==> src/rtl/sqwave_gen.sv <==
module sqwave_gen #(
  parameter int W = 16
) (
  input  logic       clk,
  input  logic       rst_n,
  input  logic       ctl_wr,
  input  logic       ctl_bcd,
  input  logic       cnt_wr,
  input  logic [7:0] cnt_byte,
  input  logic       gate,
  output logic       out_wave
);
  localparam int CW = W + 1;
  localparam int ND = W / 4;

  logic          bcd, ptr, fresh, running, out_q, first, odd_q, gate_q;
  logic [7:0]    lo_q;
  logic [W-1:0]  init_q;
  logic [CW-1:0] cnt, n_eff;
  logic [1:0]    step;
  logic          expire, trig;

  function automatic logic [CW-1:0] eff_count(input logic [W-1:0] v, input logic dec);
    logic [CW-1:0] acc;
    acc = '0;
    if (dec) begin
      for (int i = ND - 1; i >= 0; i--)
        acc = acc * CW'(10) + CW'(v[i*4 +: 4]);
      if (v == '0) acc = CW'(10 ** ND);
    end else begin
      acc = {1'b0, v};
      if (v == '0) acc = {1'b1, {W{1'b0}}};
    end
    return acc;
  endfunction

  assign n_eff    = eff_count(init_q, bcd);
  assign step     = !first ? 2'd2 : (!odd_q ? 2'd2 : (out_q ? 2'd1 : 2'd3));
  assign expire   = cnt <= CW'(step);
  assign trig     = gate && !gate_q;
  assign out_wave = out_q | ~gate;

  always_ff @(posedge clk) begin
    if (!rst_n) begin
      bcd <= 1'b0; ptr <= 1'b0; fresh <= 1'b0; running <= 1'b0;
      out_q <= 1'b1; first <= 1'b0; odd_q <= 1'b0; gate_q <= 1'b0;
      lo_q <= '0; init_q <= '0; cnt <= '0;
    end else begin
      gate_q <= gate;
      if (ctl_wr) begin
        bcd <= ctl_bcd; ptr <= 1'b0; fresh <= 1'b0;
        running <= 1'b0; out_q <= 1'b1; first <= 1'b0;
      end else begin
        if (!running) begin
          if (fresh) begin
            cnt <= n_eff; odd_q <= n_eff[0]; first <= 1'b1;
            out_q <= 1'b1; running <= 1'b1; fresh <= 1'b0;
          end
        end else if (!gate) begin
          out_q <= 1'b1;
        end else if (trig) begin
          cnt <= n_eff; odd_q <= n_eff[0]; first <= 1'b1;
          out_q <= 1'b1; fresh <= 1'b0;
        end else if (expire) begin
          cnt <= n_eff; odd_q <= n_eff[0]; first <= 1'b1;
          out_q <= ~out_q; fresh <= 1'b0;
        end else begin
          cnt <= cnt - CW'(step); first <= 1'b0;
        end
        if (cnt_wr) begin
          if (!ptr) lo_q <= cnt_byte;
          else begin
            init_q <= W'({cnt_byte, lo_q});
            fresh  <= 1'b1;
          end
          ptr <= ~ptr;
        end
      end
    end
  end

  p_ctl_idle_r1: assert property (@(posedge clk) disable iff (!rst_n)
    ctl_wr |=> (out_q && !running));
  p_second_byte_r2: assert property (@(posedge clk) disable iff (!rst_n)
    (!ctl_wr && cnt_wr && ptr) |=> fresh);
  p_gate_low_high_r5: assert property (@(posedge clk) disable iff (!rst_n)
    (!ctl_wr && running && !gate) |=> out_q);
  p_fall_gated_r5: assert property (@(posedge clk) disable iff (!rst_n)
    $fell(out_q) |-> $past(gate));
  p_trig_reload_r6: assert property (@(posedge clk) disable iff (!rst_n)
    (!ctl_wr && running && gate && !gate_q) |=> (out_q && first));
  p_no_underflow_r10: assert property (@(posedge clk) disable iff (!rst_n)
    running |-> cnt != '0);
endmodule

==> config.mk <==
export PLATFORM = sky130hd
export DESIGN_NAME = sqwave_gen
export DESIGN_NICKNAME = d
export VERILOG_FILES = /design/src/rtl/sqwave_gen.sv
export SDC_FILE = /design/constraint.sdc
export NUM_CORES = 1
export LEC_CHECK = 0
export ABC_CLOCK_PERIOD_IN_PS = 6750
export BUFFER_PORTS_ARGS = -buffer_cell sky130_fd_sc_hd__buf_2
export CAP_MARGIN = 20
export CORE_ASPECT_RATIO = 1.25
export CORE_MARGIN = 3
export CORE_UTILIZATION = 40
export CTS_CLUSTER_DIAMETER = 30
export DETAILED_ROUTE_END_ITERATION = 10
export HOLD_SLACK_MARGIN = 0.15
export SYNTH_ARGS = -nofsm -noshare
export SYNTH_HDL_FRONTEND = slang
export SYNTH_SLANG_ARGS = --single-unit
==> constraint.sdc <==
create_clock -name clk -period 6.75 [get_ports clk]
set_clock_uncertainty 0.15 [all_clocks]
set_input_delay 1.35 -clock clk [delete_from_list [all_inputs] [get_ports clk]]
set_output_delay 1.35 -clock clk [all_outputs]
set_load 0.01 [all_outputs]
==> results.txt <==
Port Buf Inserts - 14
Max-slew violations - 0
Final hold vios - 0
Vias per inst - 5.63
Register area share after synthesis - 19.7%
Global-route wire length before repair - 20200 um
Final worst path period need - 6450 ps
Post-synth ARST share - 0%
Most used DFF post-synth - dfxtp_1
Die H - 131 um
ANT nets after route - 0
Hold buffers post-CTS - 0
Antenna diodes - 0
Std-Cell Rows - 45
Critical Path Max Stage Delay - 520 ps
CP Data Arrival Time - 6480 ps
YS warnings - 0
Status - completed
Worst path most repeated cell - ha_1
Final period util - 95.5%
Initial DRC count - 237
Clock Path Buffers - 2
Layer with the highest usage - met2
Total CTS buffers - 5
Worst-Skew Late Latency - 300 ps
Synthesized Nets - 693
Core area - 0.0122 mm2
Crit path to - cnt[16]$_SDFFE_PN0P_
Number of max-cap violations - 0
Met1 Use GR - 21.9%
Crit-path max FO - 6
Area after DPL - 0.00521 mm2
Reg2Reg Depth - 25
R2r setup slk - 300 ps
Achievable Freq - 0.155 GHz
Cell area after synthesis - 0.00499 mm2
Initial core utilization - 41.0%
Number of global-route vias before repair - 4260
CTS Sinks - 49
Syn Area/Cell - 8.02 um2
Worst vdd ir - 0.130 mV
Commonest cells after routing, fill and taps aside - nand2_1, dfxtp_1, ha_1
Placed Instances - 784
Syn Inst Count - 622
Unrepaired setup endpoints after global routing - true
Crit-path slowest cell - fa_1
Commonest non-fill, non-tap cell in the layout - nand2_1
Critical Path RT - 6780 ps
H-tree Lvls - 2
P&R area growth vs syn - 9.55%
CTS clock-pin slew for the worst setup and hold paths - 70 ps
Largest net degree at the start of global routing - 47
M2 GR Usage - 31.5%
Power Dens Cells - 126 mW/mm2
Layout cells sized above 1 - 11.7%
Pre-antenna DRT Iters - 6
Worst setup path class - flop to flop
Die width - 106 um
CP Launch Type - flop
Reg-to-Reg Start - init_q[13]$_SDFFE_PN0P_
Leakage - 2.35 nW
Slew HR - 37.5%
Total track usage - 17.6%
Tightest Pin Transition - 937 ps
Synth unique cells - 86
Final setup fails - 0
Worst hold path depth - 2
CTS tree - yes
Root Driver - clkbuf_16
Post-route DRC - 0
Non-filler cells, final - 796
Final nets - 702
Worst Hold Class - flop to flop
CP Launch Point - init_q[13]$_SDFFE_PN0P_
Routed Wire Length - 12000 um
I/O pins - 15
Gpl congestion - 0.855
Post-synth EDFFs - 0
Die area - 0.0139 mm2
M3 GR Usage - 1.57%
Setup crit end kind - flop
Wirelength per Cell - 15.1 um
Final instance area - 0.00547 mm2
Setup TNS - 0 ps
Routed via count - 4485
Hpwl dp - 9230 um
Initial antenna violation count - 0
Synthesis-stage register bit count - 49
GRT overflow - 0
R2R Path End - cnt[16]$_SDFFE_PN0P_
worst min-delay path by stage:
stage | from | end | slack, ps
after floorplan | cnt[10]$_SDFFE_PN0P_ | cnt[10]$_SDFFE_PN0P_ | 290
after global placement | lo_q[0]$_SDFFE_PN0P_ | init_q[0]$_SDFFE_PN0P_ | 300
after detailed placement | cnt[0]$_SDFFE_PN0P_ | cnt[0]$_SDFFE_PN0P_ | 310
after CTS | cnt[0]$_SDFFE_PN0P_ | cnt[0]$_SDFFE_PN0P_ | 320
after global routing | lo_q[6]$_SDFFE_PN0P_ | init_q[6]$_SDFFE_PN0P_ | 340
final | cnt[0]$_SDFFE_PN0P_ | cnt[0]$_SDFFE_PN0P_ | 310
registers in the layout, summed over array words and instances, names as in the netlist:
name     flops
gate_q       1
ptr          1
bcd          1
lo_q         8
out_q        1
odd_q        1
init_q      16
fresh        1
running      1
cnt         17
first        1
layer usage:
layer	up-vias	share of wire [%]	wire length [um]
met3	22	2.2	259
met1	2101	46	5480
li1	2295	-	-
met4	0	3.3	399
met5	-	0	0
met2	67	49	5880
critical path: cells and delay by family, from the launching register on:
family | cells | cell delay, ps
AND/OR/NAND/NOR | 4 | 530
buffers and inverters | 1 | 70
AO/OA/AOI/OAI | 11 | 2510
XOR/XNOR | 1 | 190
adder cells (fa/ha/maj) | 7 | 2430
multiplexers | 1 | 130
flip-flops | 1 | 320
synth_stat cells, drive strengths merged, types with 4 or more instances:
master | count | area share [%]
a211oi | 7 | 1.4
a21boi | 22 | 3.3
a21o | 8 | 1.2
a21oi | 33 | 3.3
and2 | 5 | 0.63
and3 | 5 | 0.68
buf | 5 | 0.58
clkbuf | 18 | 1.8
dfxtp | 49 | 20
fa | 7 | 2.8
ha | 50 | 13
inv | 25 | 1.9
mux2i | 16 | 3.2
nand2 | 71 | 5.4
nand2b | 7 | 0.88
nand3 | 13 | 1.4
nand3b | 4 | 0.60
nand4 | 8 | 1.1
nor2 | 47 | 3.6
nor2b | 22 | 2.8
nor3 | 11 | 1.1
nor4 | 12 | 2.5
o211a | 6 | 1.2
o211ai | 5 | 0.75
o21a | 12 | 1.8
o21ai | 44 | 4.5
o22ai | 6 | 1.0
o31ai | 4 | 0.88
or2 | 5 | 0.63
or3 | 7 | 0.88
xnor2 | 23 | 4.2
xor2 | 9 | 1.6
where the power goes:
group          internal, mW  switching [mW]
clock                 0.185           0.116
sequential            0.294         0.00571
combinational        0.0362          0.0513
total                 0.515           0.173
what timing repair did:
action,4_1_cts,5_1_grt
buffers inserted,0,4
endpoints found under the setup margin,0,5
resized for setup,0,11
final cells by class:
| class | instances | area, um2 |
|---|---|---|
| fill | 1255 | 6700 |
| tap | 164 | 205 |
| inverter | 25 | 93.8 |
| timing repair buffer | 25 | 153 |
| clock buffer | 6 | 139 |
| multi-input combinational | 525 | 3860 |
| sequential | 49 | 981 |
| clock inverter | 2 | 37.5 |
cells by family after synthesis:
| logic type | count (synthesis) | share of synthesized area, % |
|---|---|---|
| simple gates | 232 | 24.8 |
| compound gates | 186 | 26.6 |
| fa+ha+maj | 57 | 15.3 |
| flops | 49 | 19.7 |
| buf+inv | 48 | 4.21 |
| xor+xnor | 32 | 5.77 |
| mux | 18 | 3.66 |
through the flow:
stage	worst slack [ps]	utilization [%]	hold WS, ps	power [mW]
finish	303	44.9	314	0.688
global route	-46.0	44.9	339	0.718
CTS	18.1	44.3	320	0.696
detailed placement	63.8	42.8	310	0.393
global placement	416	42.8	302	0.391
floorplan	655	-	288	0.371
Note: power is estimated with default switching activity, not from simulation.
